===== config.mk =====
export PLATFORM = sky130hd
export DESIGN_NAME = pin_irq_ctrl
export DESIGN_NICKNAME = d
export VERILOG_FILES = /design/src/rtl/pin_irq_ctrl.sv
export SDC_FILE = /design/constraint.sdc
export NUM_CORES = 1
export LEC_CHECK = 0
export BUFFER_PORTS_ARGS = -buffer_cell sky130_fd_sc_hd__buf_2
export CAP_MARGIN = 10
export CORE_MARGIN = 8
export CORE_UTILIZATION = 58
export DETAILED_ROUTE_END_ITERATION = 12
export PLACE_DENSITY = 0.89
export SLEW_MARGIN = 15
export SYNTH_ARGS = -nofsm -noshare
export SYNTH_HDL_FRONTEND = slang
export SYNTH_SLANG_ARGS = --single-unit

===== constraint.sdc =====
create_clock -name clk -period 1.9 [get_ports clk]
set_input_delay 0.19 -clock clk [delete_from_list [all_inputs] [get_ports clk]]
set_output_delay 0.19 -clock clk [all_outputs]
set_load 0.01 [all_outputs]

===== src/rtl/pin_irq_ctrl.sv =====
module pin_irq_ctrl #(
  parameter int NEXT  = 2,
  parameter int NPIN  = 24,
  parameter int AW    = 3,
  parameter int DW    = 8
) (
  input  logic            clk,
  input  logic            rst_n,
  input  logic [NEXT-1:0] ext_in,
  input  logic [NPIN-1:0] pin_in,
  input  logic            wr_en,
  input  logic [AW-1:0]   addr,
  input  logic [DW-1:0]   wdata,
  output logic [DW-1:0]   rdata,
  output logic            irq,
  output logic            wake
);
  localparam int NFLAG = NEXT + 3;
  localparam logic [AW-1:0] A_SENSE = 3'd0, A_EN = 3'd1, A_FLAG = 3'd2,
                            A_MASK0 = 3'd4, A_MASK1 = 3'd5, A_MASK2 = 3'd6;

  logic [NEXT-1:0]   e_s1, e_s2, e_prev;
  logic [NPIN-1:0]   p_s1, p_s2, p_prev;
  logic [2*NEXT-1:0] sense;
  logic [NFLAG-1:0]  enable, flags, set, clr;
  logic [7:0]        mask0, mask2;
  logic [6:0]        mask1;

  wire [NPIN-1:0] mask_all = {mask2, 1'b0, mask1, mask0};
  wire [NPIN-1:0] pc_hit   = (p_s2 ^ p_prev) & mask_all;
  wire [NPIN-1:0] pc_raw   = (pin_in ^ p_prev) & mask_all;

  always_ff @(posedge clk or negedge rst_n)
    if (!rst_n) begin
      e_s1 <= '1; e_s2 <= '1; e_prev <= '1;
      p_s1 <= '1; p_s2 <= '1; p_prev <= '1;
    end else begin
      e_s1 <= ext_in; e_s2 <= e_s1; e_prev <= e_s2;
      p_s1 <= pin_in; p_s2 <= p_s1; p_prev <= p_s2;
    end

  logic [NEXT-1:0] lvl_wake;
  for (genvar i = 0; i < NEXT; i++) begin : g_src
    wire [1:0] m = sense[2*i +: 2];
    always_comb
      case (m)
        2'b00:   set[i] = ~e_s2[i];
        2'b01:   set[i] = e_s2[i] ^ e_prev[i];
        2'b10:   set[i] = e_prev[i] & ~e_s2[i];
        default: set[i] = ~e_prev[i] & e_s2[i];
      endcase
    assign lvl_wake[i] = enable[i] && (m == 2'b00) && !ext_in[i];
  end

  assign set[NEXT]   = |pc_hit[7:0];
  assign set[NEXT+1] = |pc_hit[14:8];
  assign set[NEXT+2] = |pc_hit[23:16];

  assign clr = (wr_en && addr == A_FLAG) ? wdata[NFLAG-1:0] : '0;

  always_ff @(posedge clk or negedge rst_n)
    if (!rst_n) begin
      sense <= '0; enable <= '0; flags <= '0;
      mask0 <= '0; mask1 <= '0; mask2 <= '0;
    end else begin
      flags <= (flags & ~clr) | set;
      if (wr_en)
        case (addr)
          A_SENSE: sense  <= wdata[2*NEXT-1:0];
          A_EN:    enable <= wdata[NFLAG-1:0];
          A_MASK0: mask0  <= wdata;
          A_MASK1: mask1  <= wdata[6:0];
          A_MASK2: mask2  <= wdata;
          default: ;
        endcase
    end

  always_comb
    case (addr)
      A_SENSE: rdata = DW'(sense);
      A_EN:    rdata = DW'(enable);
      A_FLAG:  rdata = DW'(flags);
      A_MASK0: rdata = mask0;
      A_MASK1: rdata = {1'b0, mask1};
      A_MASK2: rdata = mask2;
      default: rdata = '0;
    endcase

  assign irq  = |(flags & enable);
  assign wake = (|lvl_wake)
              | (enable[NEXT]   & |pc_raw[7:0])
              | (enable[NEXT+1] & |pc_raw[14:8])
              | (enable[NEXT+2] & |pc_raw[23:16]);
endmodule



==> impl_metrics.tcl, run 1 <==
set metrics [dict create \
    status "finished with violations" \
    violations "setup timing" \
    crit_chain "xor2_1 -> a222oi_1 -> a31oi_1 -> a2111o_1 -> buf_2" \
    cts_root_buf "clkbuf_8" \
    syn_area_per_cell_sq_um 14.6 \
    drv_cap 0 \
    ys_seq_elements 112 \
    final_area_sq_um 5450 \
    tightest_slew_ps 534 \
    startpoint_type "register" \
    synth_top_family_by_area "multiplexers" \
    syn_to_final_growth_pct 19.5 \
    ios 50 \
    powerDensity_nw_per_um2 958 \
    crit_slowest_cell "dfstp_2" \
    postSynthCellCount 312 \
    grt_pass1_vias 3122 \
    fp.coreArea_sq_um 7690 \
    slew_violations 0 \
    layout-drive-gt1-share_pct 47.1 \
    finalHoldViolCount 0 \
    synth-main-ff-cell "dfstp_2" \
    dp_hpwl_mm 6.73 \
    synth_xor_xnor_area_share_pct 8.84 \
    ys_types 40 \
    grt_max_degree 42 \
    hold_class "in -> reg" \
    numCtsBuffers 9 \
    cts_buffer_depth 2 \
    async_flop_share_pct 100 \
    slew_headroom_pct 63.9 \
    gp_congestion 0.858 \
    synth-simple-area-share_pct 5.85 \
    fmax_mhz 464 \
    finalWorstSetupSlack_ps -255 \
    path_max_fanout 2 \
    swShare_pct 28.0 \
    criticalPathCategory "reg -> out" \
    cp_top_family "compound AO/OA/AOI/OAI gates" \
    instances_no_fill 505 \
    synthAdderAreaFrac_pct 1.10 \
    overflow 0 \
    port-buffer-count 48 \
    fp.dieW_microns 105 \
    synth-compound-area-share_pct 8.04 \
    yosysWarnings 0 \
    wire_per_inst_microns 19.0 \
    drc 0 \
    synthesis.area_sq_um 4560 \
    place_ws_ps 130 \
    grt_pass1_wl_mm 15.7 \
    finalCritPeriodShare_pct 113 \
    antenna_found_initial 0 \
    cts.clk_slew.worst_paths_ps 110 \
    die_h_microns 105 \
    synth_top_cells_by_area "dfstp_2 (43%), dfrtp_1 (20%), xor2_1 (8.8%)" \
    yosysTopAreaCellShare_pct 43.2 \
    comb_power_share_pct 15.4 \
    clkPwrFrac_pct 28.5 \
    rsz0062_at_grt "yes" \
    dr.pass1.iters 4 \
    seqPwrFrac_pct 56.2 \
    yosysMostFrequentCell "dfstp_2" \
    drt_iter0_markers 139 \
    syn_nets 356 \
    dpl_cell_area_sq_um 4950 \
    period_needed_ps 2160 \
    irDropWorstVdd_uv 599 \
    synth_edf_count 0 \
    die_area_sq_um 11000 \
    synthTopCellsByCount "dfstp_2 (75), xor2_1 (46), dfrtp_1 (37)" \
    vias 2859 \
    routed_via_density 5.66 \
    start_util_pct 59.3 \
    p_int_mw 3.75 \
    muxShareOfSynthArea_pct 10.8 \
    cp_data_arrival_time_ps 1970 \
    fin_skew_ps 5.43 \
    nets 442 \
    critPathMaxStageDelay_ps 580 \
    end_kind "primary output" \
    dp_cells 460 \
    synth_area_leader_cell "dfstp_2" \
    grt_usage_pct 18.1 \
    h-tree-depth 3 \
    insertion_delay_ps 370 \
    antenna_cells 0 \
    p_leak_nw 2.36 \
    cts_sinks 112 \
    critical_path_required_ps 1710 \
    num_rows 32 \
    ant_nets 0 \
    path_buf_inv 1 \
    wl_mm 9.59 \
    power_switching_mw 1.46 \
    total_power_mw 5.22 \
    cts_tree "yes" \
    finalSetupViolCount 1 \
    ys_seq_area_share_pct 63.5 \
]
## power groups by stage
stage	sequential (mW)	clock [mW]	combinational (mW)
3_3_place_gp	2.94	0	0.719
2_1_floorplan	2.88	0	0.483
6_report	2.93	1.49	0.802
3_5_place_dp	2.96	0	0.748
5_1_grt	2.96	1.61	0.874
4_1_cts	2.92	1.52	0.808
## timing repair
item | 4_1_cts | 5_1_grt
endpoints found under the setup margin | 1 | 1
hold buffers | 26 | 0
gates resized for setup | 1 | 0
hold endpoints to repair | 35 | 0
buffers inserted | 3 | 0
pin swaps | 5 | 0
## final timing paths
| check | from | endpoint | slack [ps] | depth (start not counted) |
|---|---|---|---|---|
| worst max-delay path | p_prev[8]$_DFF_PN1_ | wake | -260 | 5 |
| worst min-delay path | wdata[7] | mask2[7]$_DFFE_PN0P_ | 80 | 2 |
| worst max register to register | e_s2[0]$_DFF_PN1_ | flags[0]$_DFF_PN0_ | 310 | 5 |
| worst min register to register | p_s1[18]$_DFF_PN1_ | p_s2[18]$_DFF_PN1_ | 360 | 0 |
| max in group asynchronous | rst_n | p_prev[3]$_DFF_PN1_ | 930 | 3 |
| min in group asynchronous | rst_n | flags[4]$_DFF_PN0_ | 340 | 2 |
## through the flow
| step | setup TNS, ps | util [%] | hold slack, ps |
|---|---|---|---|
| after floorplan | 0 | - | -106 |
| after global placement | 0 | 64.4 | 189 |
| after detailed placement | 0 | 64.4 | 197 |
| after CTS | -259 | 70.9 | 66.0 |
| after global routing | -342 | 70.9 | 75.6 |
| final | -255 | 70.9 | 75.8 |
## state kept, by name, summed over array words and instances (netlist names)
register and flops:
e_s2 2, e_s1 2, p_s1 23, e_prev 2
mask0 8, p_s2 23, p_prev 23, flags 5
enable 5, sense 4, mask2 8, mask1 7
## placed cells by master (no fill, tap or decap), types with 2 or more instances in the layout
| master | instances |
|---|---|
| clkbuf_8 | 9 |
| mux2_2 | 33 |
| dfstp_2 | 75 |
| mux2i_1 | 10 |
| and3_1 | 2 |
| a221oi_1 | 3 |
| inv_8 | 2 |
| a222oi_1 | 3 |
| buf_4 | 8 |
| dfrtp_1 | 37 |
| and2_1 | 2 |
| nor2_1 | 7 |
| nand4_1 | 4 |
| buf_12 | 2 |
| nand2_1 | 14 |
| a22o_1 | 2 |
| and4bb_2 | 2 |
| ha_1 | 4 |
| inv_6 | 2 |
| o21ai_0 | 5 |
| xor2_1 | 46 |
| buf_2 | 47 |
| dlygate4sd3_1 | 26 |
| a31oi_1 | 2 |
| o22a_1 | 2 |
| inv_1 | 8 |
| a22oi_1 | 19 |
| a21oi_1 | 7 |
## logic make-up after synthesis
family	Yosys count
and+or+nand+nor	40
xor gates and xnor gates	46
DFF	112
muxes	44
buffers and inverters	16
AOI/OAI and AO/OA	50
adders and majority gates	4
## layer usage
layer	GRT usage [%]	wire length, microns
met2	31.0	4900
met1	21.6	4030
met5	0	0
met3	3.87	415
met4	7.54	248
## worst register-to-register path: stages, from the launching register on
cell and delay, ps:
dfstp_2 550, inv_1 50, ha_1 260, inv_1 30, mux4_2 440, a21o_1 160
## area by class of cell
class / instances / area [sq um]
clock buffers: 9 / 124
fillers: 539 / 2240
inverters: 8 / 30.0
flip-flops and latches: 112 / 2900
well taps: 102 / 128
clock inverters: 7 / 86.3
repair buffers: 83 / 596
multi-input cells: 184 / 1590
No activity file was read; power rests on OpenSTA's default activity.
==> inputs of run 2 (changes only) <==
--- a/config.mk
+++ b/config.mk
@@ -5,6 +5,7 @@
 export SDC_FILE = /design/constraint.sdc
 export NUM_CORES = 1
 export LEC_CHECK = 0
+export ABC_CLOCK_PERIOD_IN_PS = 1900
 export BUFFER_PORTS_ARGS = -buffer_cell sky130_fd_sc_hd__buf_2
 export CAP_MARGIN = 10
 export CORE_MARGIN = 8
==> constraint.sdc (replaced) <==
create_clock -name clk -period 1.9 [get_ports clk]
set_input_delay 0.095 -clock clk [delete_from_list [all_inputs] [get_ports clk]]
set_output_delay 0.095 -clock clk [all_outputs]
set_load 0.01 [all_outputs]
==> run 2 against run 1 <==
The run still ends with setup timing left. Global-route usage fell by 0.24 points. Hold slack got worse by 46 ps. Sequential power barely moved. Non-clock buffer count fell by 3. Worst setup slack improved by 96 ps. Core utilization fell by 0.42 points. Combinational power fell by 3.5%. Sequential share of layout area rose by 0.32 points. Count of clock-buffer cells in the layout rose by 1. Sequential cell count did not move. Largest cell class unchanged. Largest power group unchanged. Highest routed layer unchanged.
==> impl_metrics.tcl, run 2 (synthesis results as in run 1) <==
set metrics [dict create \
    antenna_cells 0 \
    powerDensity_nw_per_um2 945 \
    p_int_mw 3.75 \
    finalSetupViolCount 1 \
    fp.dieW_microns 105 \
    cts_setup_buffers 0 \
    top_regs "p_prev: 23 flops, p_s1: 23 flops, p_s2: 23 flops" \
    grt_usage_pct 17.8 \
    gp_congestion 0.876 \
    post_cts_resized 0 \
    start_util_pct 59.3 \
    antenna_found_initial 0 \
    path_buf_inv 1 \
    ant_nets 0 \
    clkPwrFrac_pct 27.6 \
    cp_top_family "compound AO/OA/AOI/OAI gates" \
    comb_power_share_pct 15.1 \
    wl_mm 9.23 \
    rsz0062_at_grt "yes" \
    end_kind "primary output" \
    dr.pass1.iters 5 \
    startpoint_type "register" \
    slew_headroom_pct 67.5 \
    regToRegSetupSlack_ps 280 \
    finalHoldViolCount 0 \
    nFillCells 540 \
    nets 439 \
    critical_path_required_ps 1800 \
    total_power_mw 5.12 \
    fin_skew_ps 8.72 \
    drv_cap 0 \
    insertion_delay_ps 370 \
    hold_class "in -> reg" \
    drt_iter0_markers 146 \
    status "finished with violations" \
    cts_buffer_depth 2 \
    overflow 0 \
    die_h_microns 105 \
    crit_chain "xor2_1 -> a22oi_1 -> nand4_1 -> a2111o_1 -> buf_2" \
    grt_pass1_vias 3059 \
    cts_sinks 112 \
    finalCritPeriodShare_pct 108 \
    setup_tns_ps -159 \
    swShare_pct 26.7 \
    slew_violations 0 \
    cts_tree "yes" \
    h-tree-depth 3 \
    wire_per_inst_microns 18.4 \
    critPathMaxStageDelay_ps 560 \
    die_area_sq_um 11000 \
    p_leak_nw 2.35 \
    ios 50 \
    regArea_sq_um 2900 \
    power_switching_mw 1.37 \
    period_needed_ps 2060 \
    cts.clk_slew.worst_paths_ps 100 \
    layout-drive-gt1-share_pct 46.0 \
    grt_pass1_wl_mm 15.4 \
    port-buffer-count 48 \
    numCtsBuffers 9 \
    fmax_mhz 486 \
    drc 0 \
    violations "setup timing" \
    num_rows 32 \
    multi_input_area_sq_um 1580 \
    routed_via_density 5.55 \
    irDropWorstVdd_uv 622 \
    path_max_fanout 2 \
    dp_hpwl_mm 6.74 \
    tightest_slew_ps 481 \
    seqPwrFrac_pct 57.3 \
    grt_max_degree 42 \
    cts_root_buf "clkbuf_8" \
    crit_slowest_cell "dfstp_2" \
    syn_to_final_growth_pct 18.8 \
    criticalPathCategory "reg -> out" \
    vias 2784 \
    layout_commonest_cell "dfstp_2" \
    final_cell_mix "dfstp_2 (75), buf_2 (47), xor2_1 (46)" \
    finalWorstSetupSlack_ps -159 \
    cp_data_arrival_time_ps 1960 \
    fp.coreArea_sq_um 7690 \
]
-- run 2: power groups by stage --
stage / logic (mW) / clock network (mW) / registers, mW
floorplan: 0.483 / 0 / 2.88
global placement: 0.706 / 0 / 2.94
detailed placement: 0.732 / 0 / 2.97
CTS: 0.781 / 1.45 / 2.93
global route: 0.856 / 1.55 / 2.97
finish: 0.774 / 1.41 / 2.93
-- run 2: what timing repair did --
item / 4_1_cts / 5_1_grt
hold buffers: 28 / 0
endpoints found under the hold margin: 55 / 0
pin swaps: 1 / 0
endpoints found under the setup margin: 1 / 1
-- run 2: layout make-up --
type,count,share of cell area [%]
Inverter,8,0.555
Sequential cell,112,53.5
Tap cell,102,2.36
Clock buffer,10,2.54
Clock inverter,6,1.20
Multi-Input combinational cell,184,29.2
Timing Repair Buffer,80,10.7
-- run 2: path summary, 6_finish.rpt --
kind	from	to	depth (start not counted)
max	p_prev[23]$_DFF_PN1_	wake	5
min reg2reg	p_s1[10]$_DFF_PN1_	p_s2[10]$_DFF_PN1_	0
max reg2reg	e_s2[0]$_DFF_PN1_	flags[0]$_DFF_PN0_	5
min in group asynchronous	rst_n	mask1[2]$_DFFE_PN0P_	2
max in group asynchronous	rst_n	p_s2[3]$_DFF_PN1_	3
min	wdata[6]	mask1[6]$_DFFE_PN0P_	2
-- run 2: worst reg2reg max path, delay by kind of cell (launching register included) --
| kind | cells | cell delay (ps) |
|---|---|---|
| buffers and inverters | 2 | 90 |
| AOI/OAI and AO/OA | 1 | 170 |
| DFF | 1 | 560 |
| muxes | 1 | 440 |
| adders and majority gates | 1 | 270 |
-- run 2: metrics by stage --
| stage | cells | setup slack [ps] | util [%] | area, sq um | hold WS [ps] |
|---|---|---|---|---|---|
| after floorplan | 312 | 350 | - | 4560 | -201 |
| after global placement | 458 | 235 | 64.2 | 4930 | 87.3 |
| after detailed placement | 458 | 216 | 64.2 | 4930 | 88.3 |
| after CTS | 502 | -188 | 70.4 | 5420 | 20.2 |
| after global routing | 502 | -308 | 70.4 | 5420 | 17.1 |
| final | 502 | -159 | 70.4 | 5420 | 29.7 |
-- run 2: metal layers --
layer  track usage (%)  vias up  part of all wire, %
li1                  -     1280                    -
met1              21.1     1408                   41
met2              30.5       85                   52
met3              5.84       11                  6.1
met4              5.10        0                  1.4
met5                 0        -                    0
